File: src/rtl/irq_qual_pkg.sv
package irq_qual_pkg;
    localparam int unsigned ADDR_ARM      = 0;
    localparam int unsigned ADDR_CTRL     = 1;
    localparam int unsigned ADDR_THR      = 2;
    localparam int unsigned ADDR_ACK      = 3;
    localparam int unsigned ADDR_LVL_BASE = 4;

    function automatic int unsigned id_width(input int unsigned n);
        return (n > 1) ? $clog2(n) : 1;
    endfunction
endpackage

File: src/rtl/irq_qual_regs.sv
module irq_qual_regs
    import irq_qual_pkg::*;
#(
    parameter int unsigned NUM_SRC = 16,
    parameter int unsigned LVL_W   = 4,
    parameter int unsigned DATA_W  = 16,
    parameter int unsigned ADDR_W  = 5
) (
    input  logic                            clk_i,
    input  logic                            rst_ni,
    input  logic                            wr_en_i,
    input  logic [ADDR_W-1:0]               wr_addr_i,
    input  logic [DATA_W-1:0]               wr_data_i,
    output logic [NUM_SRC-1:0]              arm_o,
    output logic                            dis_o,
    output logic [LVL_W-1:0]                thr_o,
    output logic [NUM_SRC-1:0][LVL_W-1:0]   lvl_o,
    output logic [NUM_SRC-1:0]              ack_o
);
    typedef struct packed {
        logic [NUM_SRC-1:0]            arm;
        logic                          dis;
        logic [LVL_W-1:0]              thr;
        logic [NUM_SRC-1:0][LVL_W-1:0] lvl;
    } regs_t;

    regs_t regs_d, regs_q;

    always_comb begin
        regs_d = regs_q;
        ack_o  = '0;
        if (wr_en_i) begin
            if (wr_addr_i == ADDR_W'(ADDR_ARM))  regs_d.arm = wr_data_i[NUM_SRC-1:0];
            if (wr_addr_i == ADDR_W'(ADDR_CTRL)) regs_d.dis = wr_data_i[0];
            if (wr_addr_i == ADDR_W'(ADDR_THR))  regs_d.thr = wr_data_i[LVL_W-1:0];
            if (wr_addr_i == ADDR_W'(ADDR_ACK))  ack_o      = wr_data_i[NUM_SRC-1:0];
            for (int k = 0; k < NUM_SRC; k++) begin
                if (wr_addr_i == ADDR_W'(ADDR_LVL_BASE + k))
                    regs_d.lvl[k] = wr_data_i[LVL_W-1:0];
            end
        end
    end

    always_ff @(posedge clk_i or negedge rst_ni) begin
        if (!rst_ni) regs_q <= '0;
        else         regs_q <= regs_d;
    end

    assign arm_o = regs_q.arm;
    assign dis_o = regs_q.dis;
    assign thr_o = regs_q.thr;
    assign lvl_o = regs_q.lvl;
endmodule

File: src/rtl/irq_qual_flags.sv
module irq_qual_flags #(
    parameter int unsigned NUM_SRC = 16
) (
    input  logic               clk_i,
    input  logic               rst_ni,
    input  logic [NUM_SRC-1:0] trig_i,
    input  logic [NUM_SRC-1:0] ack_i,
    output logic [NUM_SRC-1:0] flags_o
);
    typedef struct packed {
        logic [NUM_SRC-1:0] trig_prev;
        logic [NUM_SRC-1:0] flags;
    } flag_state_t;

    flag_state_t st_d, st_q;
    logic [NUM_SRC-1:0] rise;

    always_comb begin
        rise           = trig_i & ~st_q.trig_prev;
        st_d.trig_prev = trig_i;
        // a fresh event outranks a clear issued in the same cycle
        st_d.flags     = (st_q.flags & ~ack_i) | rise;
    end

    always_ff @(posedge clk_i or negedge rst_ni) begin
        if (!rst_ni) st_q <= '0;
        else         st_q <= st_d;
    end

    assign flags_o = st_q.flags;
endmodule

File: src/rtl/irq_qual_select.sv
module irq_qual_select
    import irq_qual_pkg::*;
#(
    parameter int unsigned NUM_SRC = 16,
    parameter int unsigned LVL_W   = 4,
    localparam int unsigned ID_W   = id_width(NUM_SRC)
) (
    input  logic [NUM_SRC-1:0]            flags_i,
    input  logic [NUM_SRC-1:0]            arm_i,
    input  logic                          dis_i,
    input  logic [LVL_W-1:0]              thr_i,
    input  logic [NUM_SRC-1:0][LVL_W-1:0] lvl_i,
    output logic                          any_o,
    output logic [ID_W-1:0]               id_o
);
    logic [NUM_SRC-1:0] elig;

    for (genvar k = 0; k < NUM_SRC; k++) begin : g_qual
        logic lvl_ok;
        assign lvl_ok  = (thr_i == '0) || (lvl_i[k] < thr_i);
        assign elig[k] = flags_i[k] & arm_i[k] & ~dis_i & lvl_ok;
    end

    logic [LVL_W-1:0] best_lvl;
    always_comb begin
        any_o    = 1'b0;
        id_o     = '0;
        best_lvl = '0;
        // ascending scan with strict compare keeps the lower index on ties
        for (int k = 0; k < NUM_SRC; k++) begin
            if (elig[k] && (!any_o || lvl_i[k] < best_lvl)) begin
                any_o    = 1'b1;
                id_o     = ID_W'(k);
                best_lvl = lvl_i[k];
            end
        end
    end
endmodule

File: src/rtl/irq_qual.sv
module irq_qual
    import irq_qual_pkg::*;
#(
    parameter int unsigned NUM_SRC = 16,
    parameter int unsigned LVL_W   = 4,
    parameter int unsigned DATA_W  = 16,
    localparam int unsigned ADDR_W = $clog2(NUM_SRC + ADDR_LVL_BASE),
    localparam int unsigned ID_W   = id_width(NUM_SRC)
) (
    input  logic               clk_i,
    input  logic               rst_ni,
    input  logic               wr_en_i,
    input  logic [ADDR_W-1:0]  wr_addr_i,
    input  logic [DATA_W-1:0]  wr_data_i,
    input  logic [NUM_SRC-1:0] trig_i,
    input  logic               eos_i,
    output logic               take_o,
    output logic [ID_W-1:0]    active_id_o,
    output logic [NUM_SRC-1:0] flags_o
);
    logic [NUM_SRC-1:0]            arm, ack, flags;
    logic                          glob_dis;
    logic [LVL_W-1:0]              thr;
    logic [NUM_SRC-1:0][LVL_W-1:0] lvl;
    logic                          any_elig;
    logic [ID_W-1:0]               win_id;

    irq_qual_regs #(
        .NUM_SRC(NUM_SRC), .LVL_W(LVL_W), .DATA_W(DATA_W), .ADDR_W(ADDR_W)
    ) u_regs (
        .clk_i(clk_i), .rst_ni(rst_ni), .wr_en_i(wr_en_i),
        .wr_addr_i(wr_addr_i), .wr_data_i(wr_data_i),
        .arm_o(arm), .dis_o(glob_dis), .thr_o(thr), .lvl_o(lvl), .ack_o(ack)
    );

    irq_qual_flags #(.NUM_SRC(NUM_SRC)) u_flags (
        .clk_i(clk_i), .rst_ni(rst_ni), .trig_i(trig_i),
        .ack_i(ack), .flags_o(flags)
    );

    irq_qual_select #(.NUM_SRC(NUM_SRC), .LVL_W(LVL_W)) u_sel (
        .flags_i(flags), .arm_i(arm), .dis_i(glob_dis), .thr_i(thr),
        .lvl_i(lvl), .any_o(any_elig), .id_o(win_id)
    );

    typedef struct packed {
        logic            take;
        logic            busy;
        logic [ID_W-1:0] id;
    } svc_t;

    svc_t svc_d, svc_q;

    always_comb begin
        svc_d      = svc_q;
        svc_d.take = any_elig & ~svc_q.busy;
        if (svc_d.take) begin
            svc_d.busy = 1'b1;
            svc_d.id   = win_id;
        end else if (eos_i) begin
            svc_d.busy = 1'b0;
        end
    end

    always_ff @(posedge clk_i or negedge rst_ni) begin
        if (!rst_ni) svc_q <= '0;
        else         svc_q <= svc_d;
    end

    assign take_o      = svc_q.take;
    assign active_id_o = svc_q.id;
    assign flags_o     = flags;
endmodule

File: config.mk
export PLATFORM = sky130hd
export DESIGN_NAME = irq_qual
export DESIGN_NICKNAME = d
export VERILOG_FILES = /design/src/rtl/irq_qual_pkg.sv /design/src/rtl/irq_qual_regs.sv /design/src/rtl/irq_qual_flags.sv /design/src/rtl/irq_qual_select.sv /design/src/rtl/irq_qual.sv
export SDC_FILE = /design/constraint.sdc
export NUM_CORES = 1
export LEC_CHECK = 0
export ABC_AREA = 1
export ABC_CLOCK_PERIOD_IN_PS = 21500
export BUFFER_PORTS_ARGS = -buffer_cell sky130_fd_sc_hd__buf_2
export CORE_ASPECT_RATIO = 0.8
export CORE_MARGIN = 3
export CORE_UTILIZATION = 45
export CTS_CLUSTER_DIAMETER = 100
export DETAILED_ROUTE_END_ITERATION = 8
export PLACE_DENSITY_LB_ADDON = 0.15
export SLEW_MARGIN = 20
export SYNTH_ARGS = -nofsm -noshare
export SYNTH_HDL_FRONTEND = slang
export SYNTH_SLANG_ARGS = --single-unit
File: constraint.sdc
create_clock -name clk_i -period 21.5 [get_ports clk_i]
set_input_delay 1.075 -clock clk_i [delete_from_list [all_inputs] [get_ports clk_i]]
set_output_delay 1.075 -clock clk_i [all_outputs]
set_load 0.02 [all_outputs]
* Word-level counts from Yosys, hierarchy flattened *
Index checks and enable logic that the tools add are counted.

word-level totals
  bits in registers = 123
  output and inout port bits = 21
  input bits = 41
  logic and storage cells = 263

cells by class
  eq/ne operators = 19
  reductions and logical operators = 83
  order comparisons = 31
  bitwise operators = 56
  multiplexer cells = 50

operators by type and width
  kind                                           count
  less-than comparator 4 bit                     31
  2-to-1 mux 4 bit                               23
  bitwise AND 1 bit                              49
  == test 5 x 4 -> 1 bit, second input constant  8
  AND reduction 2 bit                            19
  bitwise AND 16 bit                             2
  2-to-1 mux 16 bit                              2
  NOT 16 bit                                     2
  logical OR 1 bit                               31
  == test 5 x 3 -> 1 bit, second input constant  4
  == test 5 bit, second input constant           4
  2-to-1 mux 1 bit                               19
  bitwise OR 16 bit                              1
  logical AND 1 bit                              15
  zero test 1 bit                                15
  2-to-1 mux 3 bit                               4
  == test 5 x 2 -> 1 bit, second input constant  2
  == test 5 x 1 -> 1 bit, second input constant  1
  zero test 5 bit                                1
  zero test 4 bit                                1
  2-to-1 mux 2 bit                               2
  NOT 1 bit                                      2
  nonzero test 2 bit                             1

* Logic depth before layout (Yosys ltp) *
  word-level depth = 66
  gate-level depth with buffers = 145
  gate-level depth less buffers = 145

* Cells and area by module *
Synthesis repeated with hierarchy kept, for this count alone.

unflattened totals
  cells, all modules = 1,261
  area total of the unflattened synthesis = 8,848.5 µm²

by module, submodules not included
  module           area each (µm²)  seq. area each (µm²)  cells each  times used
  irq_qual_select  3,711.1          0.0                   650         1
  irq_qual_regs    3,667.3          2,127.0               457         1
  irq_qual_flags   1,221.2          800.8                 128         1
  irq_qual         249.0            150.1                 26          1

* Worst setup path after synthesis *
OpenSTA, ideal clock, no wires.

  path kind = reg-to-reg
  from = reg u_regs.regs_q[67], in the netlist u_regs.thr_o[3]
  to = reg svc_q, in the netlist active_id_o[0]
  stages on the path, launching flop included = 116
  data required time = 21,427 ps
  path buffers = 0
  period minus slack after synthesis = 14,208 ps
  path slack = 7,292 ps
  arrival time = 14,135 ps
  library setup time = 73 ps
  path through = dfrtp_1 > inv_1 > ha_1 > a21oi_1 > nand2_1 > nand2_1 > nand2_1 > inv_2 > nand2_1 > ha_1 > a21oi_1 > nand2_1 > nand2_2 > nand2_2 > o21ai_0 > ha_1 > a21oi_1 > nand2_1 > [80 not listed] > inv_1 > nand2_1 > nand2_2 > nand2_2 > o21ai_0 > ha_1 > a21oi_1 > nand2_1 > nand2_2 > nand2_4 > nand2_1 > o21ai_0 > ha_1 > a21oi_1 > nand2_1 > nand2_1 > nand2_2 > a21oi_2

on the way
  longest elaborated chain between the ends = 65
  elaborated cells on any way between the ends = 156
  classes of those cells = order compare: 31; mux: 46; bitwise: 17; reduce/logical: 62

RTL lines
  what                                                                  RTL line               RTL
  start, declared                                                       irq_qual_regs.sv:27    regs_t regs_d, regs_q;
  start signal, assigned                                                irq_qual_regs.sv:46    else regs_q <= regs_d;
  less-than comparator 4 bit / zero test 4 bit (equally long branches)  irq_qual_select.sv:20  assign lvl_ok = (thr_i == '0) || (lvl_i[k] < thr_i);
  logical OR 1 bit                                                      irq_qual_select.sv:20
  bitwise AND 1 bit                                                     irq_qual_select.sv:21  assign elig[k] = flags_i[k] & arm_i[k] & ~dis_i & lvl_ok;
  2-to-1 mux 4 bit / 2-to-1 mux 1 bit (equally long branches)           irq_qual_select.sv:31  if (elig[k] && (!any_o || lvl_i[k] < best_lvl)) begin
  less-than comparator 4 bit / zero test 1 bit (equally long branches)  irq_qual_select.sv:31
  logical OR 1 bit                                                      irq_qual_select.sv:31
  logical AND 1 bit                                                     irq_qual_select.sv:31
  2-to-1 mux 4 bit / 2-to-1 mux 1 bit (equally long branches)           irq_qual_select.sv:31
  [49 not listed]                                                       n/a
  logical OR 1 bit                                                      irq_qual_select.sv:31
  logical AND 1 bit                                                     irq_qual_select.sv:31
  2-to-1 mux 4 bit / 2-to-1 mux 1 bit (equally long branches)           irq_qual_select.sv:31
  less-than comparator 4 bit / zero test 1 bit (equally long branches)  irq_qual_select.sv:31
  logical OR 1 bit                                                      irq_qual_select.sv:31
  logical AND 1 bit                                                     irq_qual_select.sv:31
  2-to-1 mux 1 bit                                                      irq_qual_select.sv:31
  bitwise AND 1 bit                                                     irq_qual.sv:56         svc_d.take = any_elig & ~svc_q.busy;
  end signal, assigned                                                  irq_qual.sv:67         else svc_q <= svc_d;
  end, declared                                                         irq_qual.sv:52         svc_t svc_d, svc_q;

Parallel ways exist; a longest one is shown, timed or not.
A chain may end at the register's enable or synchronous reset.

* Worst setup path after layout *
  from = reg u_regs.regs_q[66], in the netlist u_regs.thr_o[2]
  to = reg svc_q, in the netlist active_id_o[0]

Same word-level chain as after synthesis.

==> qor.yml <==
clock_network:
  cts_max_path_buffers: 2
  cts_buffers: 17
  post_cts_buffers: 0
  cts_hold_buf: 0
  cts_tree: "done"
  cts.htree.levels: 4
  cts.sinks: 123
  cts.root.buffer_cell: "clkbuf_16"
  cts-resized-gates: 0
  clock_latency_ns: 0.42
  clkTransAtPathRegs_ns: 0.06
global_route:
  grt_pass1_vias: 6800
  grt_usage_pct: 22.3
  grt_antenna_before_repair: 0
  grt_pass1_wl_um: 35100
  grt-ovfl-total: 0
  grt_max_degree: 77
yosys:
  syn-num-nets: 1199
  syn_avg_cell_area_um2: 7.60
  ys_ff_latch: 123
  syn_area_um2: 8200
  synthCells: 1079
  synth.distinct_cells: 27
  yosysSeqAreaShare_pct: 37.6
  ys_warn_count: 0
pwr:
  netSwitchingFraction_pct: 46.3
  pwr-share-clk_pct: 21.5
  seqPwrFrac_pct: 24.8
  vdd_drop_max_uv: 58.1
  switchingPower_uw: 573
  p_comb_share_pct: 53.7
  power.internal_uw: 663
  p_leak_nw: 4.79
  cellPowerDensity_nw_per_um2: 135
worst_setup_path:
  crit_slowest_cell: "inv_1"
  rr_worst_depth: 117
  worst-endpoint-required_ns: 21.85
  cpPeakStageDelay_ns: 0.56
  worstPathArrival_ns: 17.48
  critPathBufInv: 18
  cp.depth: 117
  start_kind: "flop"
  critPathMaxFanout: 17
  crit_family: "compound AO/OA/AOI/OAI gates"
  end_kind: "flop"
  path_class: "flop to flop"
  cpMostUsedCell: "nand2_1"
placement:
  placed_cell_area_um2: 8600
  port_buffers: 61
  routabilityCongestion: 0.919
  place.detailed.hpwl_um: 15400
worst_hold_path:
  whs_path_depth: 1
  hold_class: "flop to flop"
layout:
  design_area_um2: 9150
  nets: 1248
  mostFrequentLayoutCell: "nand2_1"
  area_growth_pct: 11.6
  drive_above_1_share_pct: 14.0
  layout_common_cells: "308 x nand2_1, 146 x o21ai_0, 123 x dfrtp_1"
  diodes: 0
sta:
  setup_viol_count_final: 0
  setup_tns_ns: 0
  max_freq_mhz: 58.4
  fin_worst_skew_ns: 0.00631
  relSlewSlack_pct: 37.3
  whs_ns: 0.417
  fin_crit_sh_pct: 79.7
  finalHoldViolations: 0
  worstMarginPinSlew_ns: 0.940
  fin_crit_ns: 17.13
  slew_viol_final: 0
  rsz0062_at_grt: "false"
drt:
  drc: 0
  ant_nets: 0
  vias_per_cell: 5.22
  vias: 7125
  totalWireLength_um: 21000
  dr.pass1.iters: 5
  drt_iter0_drc: 460
  wl_per_cell_um: 15.4
job:
  maxCapViolCount: 0
floorplanning:
  core_area_um2: 17600
  dieHeight_um: 127
  start_util_pct: 46.6
  dieArea_um2: 19900
  ioPinCount: 62
  row_count: 43
  fp.dieW_um: 157
outcome:
  status: "complete, no violations"
[final timing paths]
kind                                  start                  to  slack, ns
max                         u_regs.thr_o[2]      active_id_o[0]       4.37
min                        u_flags.st_q[18]  u_flags.flags_o[2]       0.42
max reg2reg                 u_regs.thr_o[2]      active_id_o[0]       4.37
min reg2reg                u_flags.st_q[18]  u_flags.flags_o[2]       0.42
max in group asynchronous            rst_ni    u_regs.lvl_o[15]      19.41
min in group asynchronous            rst_ni    u_regs.lvl_o[47]       0.67
[layout make-up]
| type | instances | area [µm²] |
|---|---|---|
| multi-input combinational | 805 | 4480 |
| clock buffer | 19 | 443 |
| tap | 225 | 282 |
| fill | 1706 | 8450 |
| clock inverter | 13 | 106 |
| timing repair buffer | 62 | 315 |
| inverter | 119 | 447 |
| sequential | 123 | 3080 |
[worst reg2reg max path, delay by kind of cell (launching register included)]
family / cells / cell delay, ns
AND/OR/NAND/NOR: 57 / 5.07
adder cells (fa/ha/maj): 15 / 4.54
AO/OA/AOI/OAI: 27 / 5.55
flip-flops: 1 / 0.37
buffers and inverters: 18 / 1.56
[cell usage after synthesis (all sizes together)]
cell / instances / area [µm²]
a21boi: 15 / 113
a21oi: 45 / 240
a32oi: 1 / 8.76
and3: 1 / 6.26
buf: 20 / 150
clkbuf: 12 / 45.0
dfrtp: 123 / 3080
ha: 79 / 988
inv: 119 / 447
nand2: 348 / 1480
nand3: 86 / 435
nand3b: 7 / 52.6
nand4: 1 / 6.26
nor2: 34 / 128
nor3: 5 / 25.0
nor4: 1 / 6.26
o211ai: 15 / 113
o21a: 1 / 7.51
o21ai: 146 / 731
o21bai: 7 / 52.6
or2: 13 / 81.3
[sequential cells by signal, summed over array words and instances (netlist names)]
signal	count
svc_q	1
active_id_o	4
u_regs.dis_o	1
take_o	1
u_flags.st_q	16
u_regs.arm_o	16
u_regs.thr_o	4
u_flags.flags_o	16
u_regs.lvl_o	64
[power by group through the flow]
stage                     Combinational [mW]  Clock [mW]  Sequential, mW
after global placement                 0.645           0           0.310
after CTS                              0.662       0.270           0.306
after detailed placement               0.658           0           0.310
after global routing                   0.776       0.281           0.312
after floorplan                        0.529           0           0.297
final                                  0.664       0.265           0.307
[per-layer routing]
metal / global-route usage [%] / part of all wire [%] / vias to the layer above
li1: - / - / 3657
met1: 34.2 / 53 / 3275
met2: 32.0 / 41 / 165
met3: 4.06 / 4.7 / 28
met4: 6.07 / 1.3 / 0
met5: 0 / 0 / -
[logic make-up after synthesis]
kind of cell               synth area share, %
adders and majority gates                 12.1
buffers and inverters                     7.83
DFF                                       37.6
AOI/OAI and AO/OA                         15.4
and+or+nand+nor                           27.1
[metrics by stage]
step | setup WS [ns] | power, mW | utilization, % | cells
2_1_floorplan | 7.29 | 0.826 | - | 1079
3_3_place_gp | 4.99 | 0.955 | 48.9 | 1334
3_5_place_dp | 4.54 | 0.968 | 48.9 | 1334
4_1_cts | 4.41 | 1.24 | 52.0 | 1366
5_1_grt | 2.63 | 1.37 | 52.0 | 1366
6_report | 4.37 | 1.24 | 52.0 | 1366
Note: power is estimated with default switching activity, not from simulation.
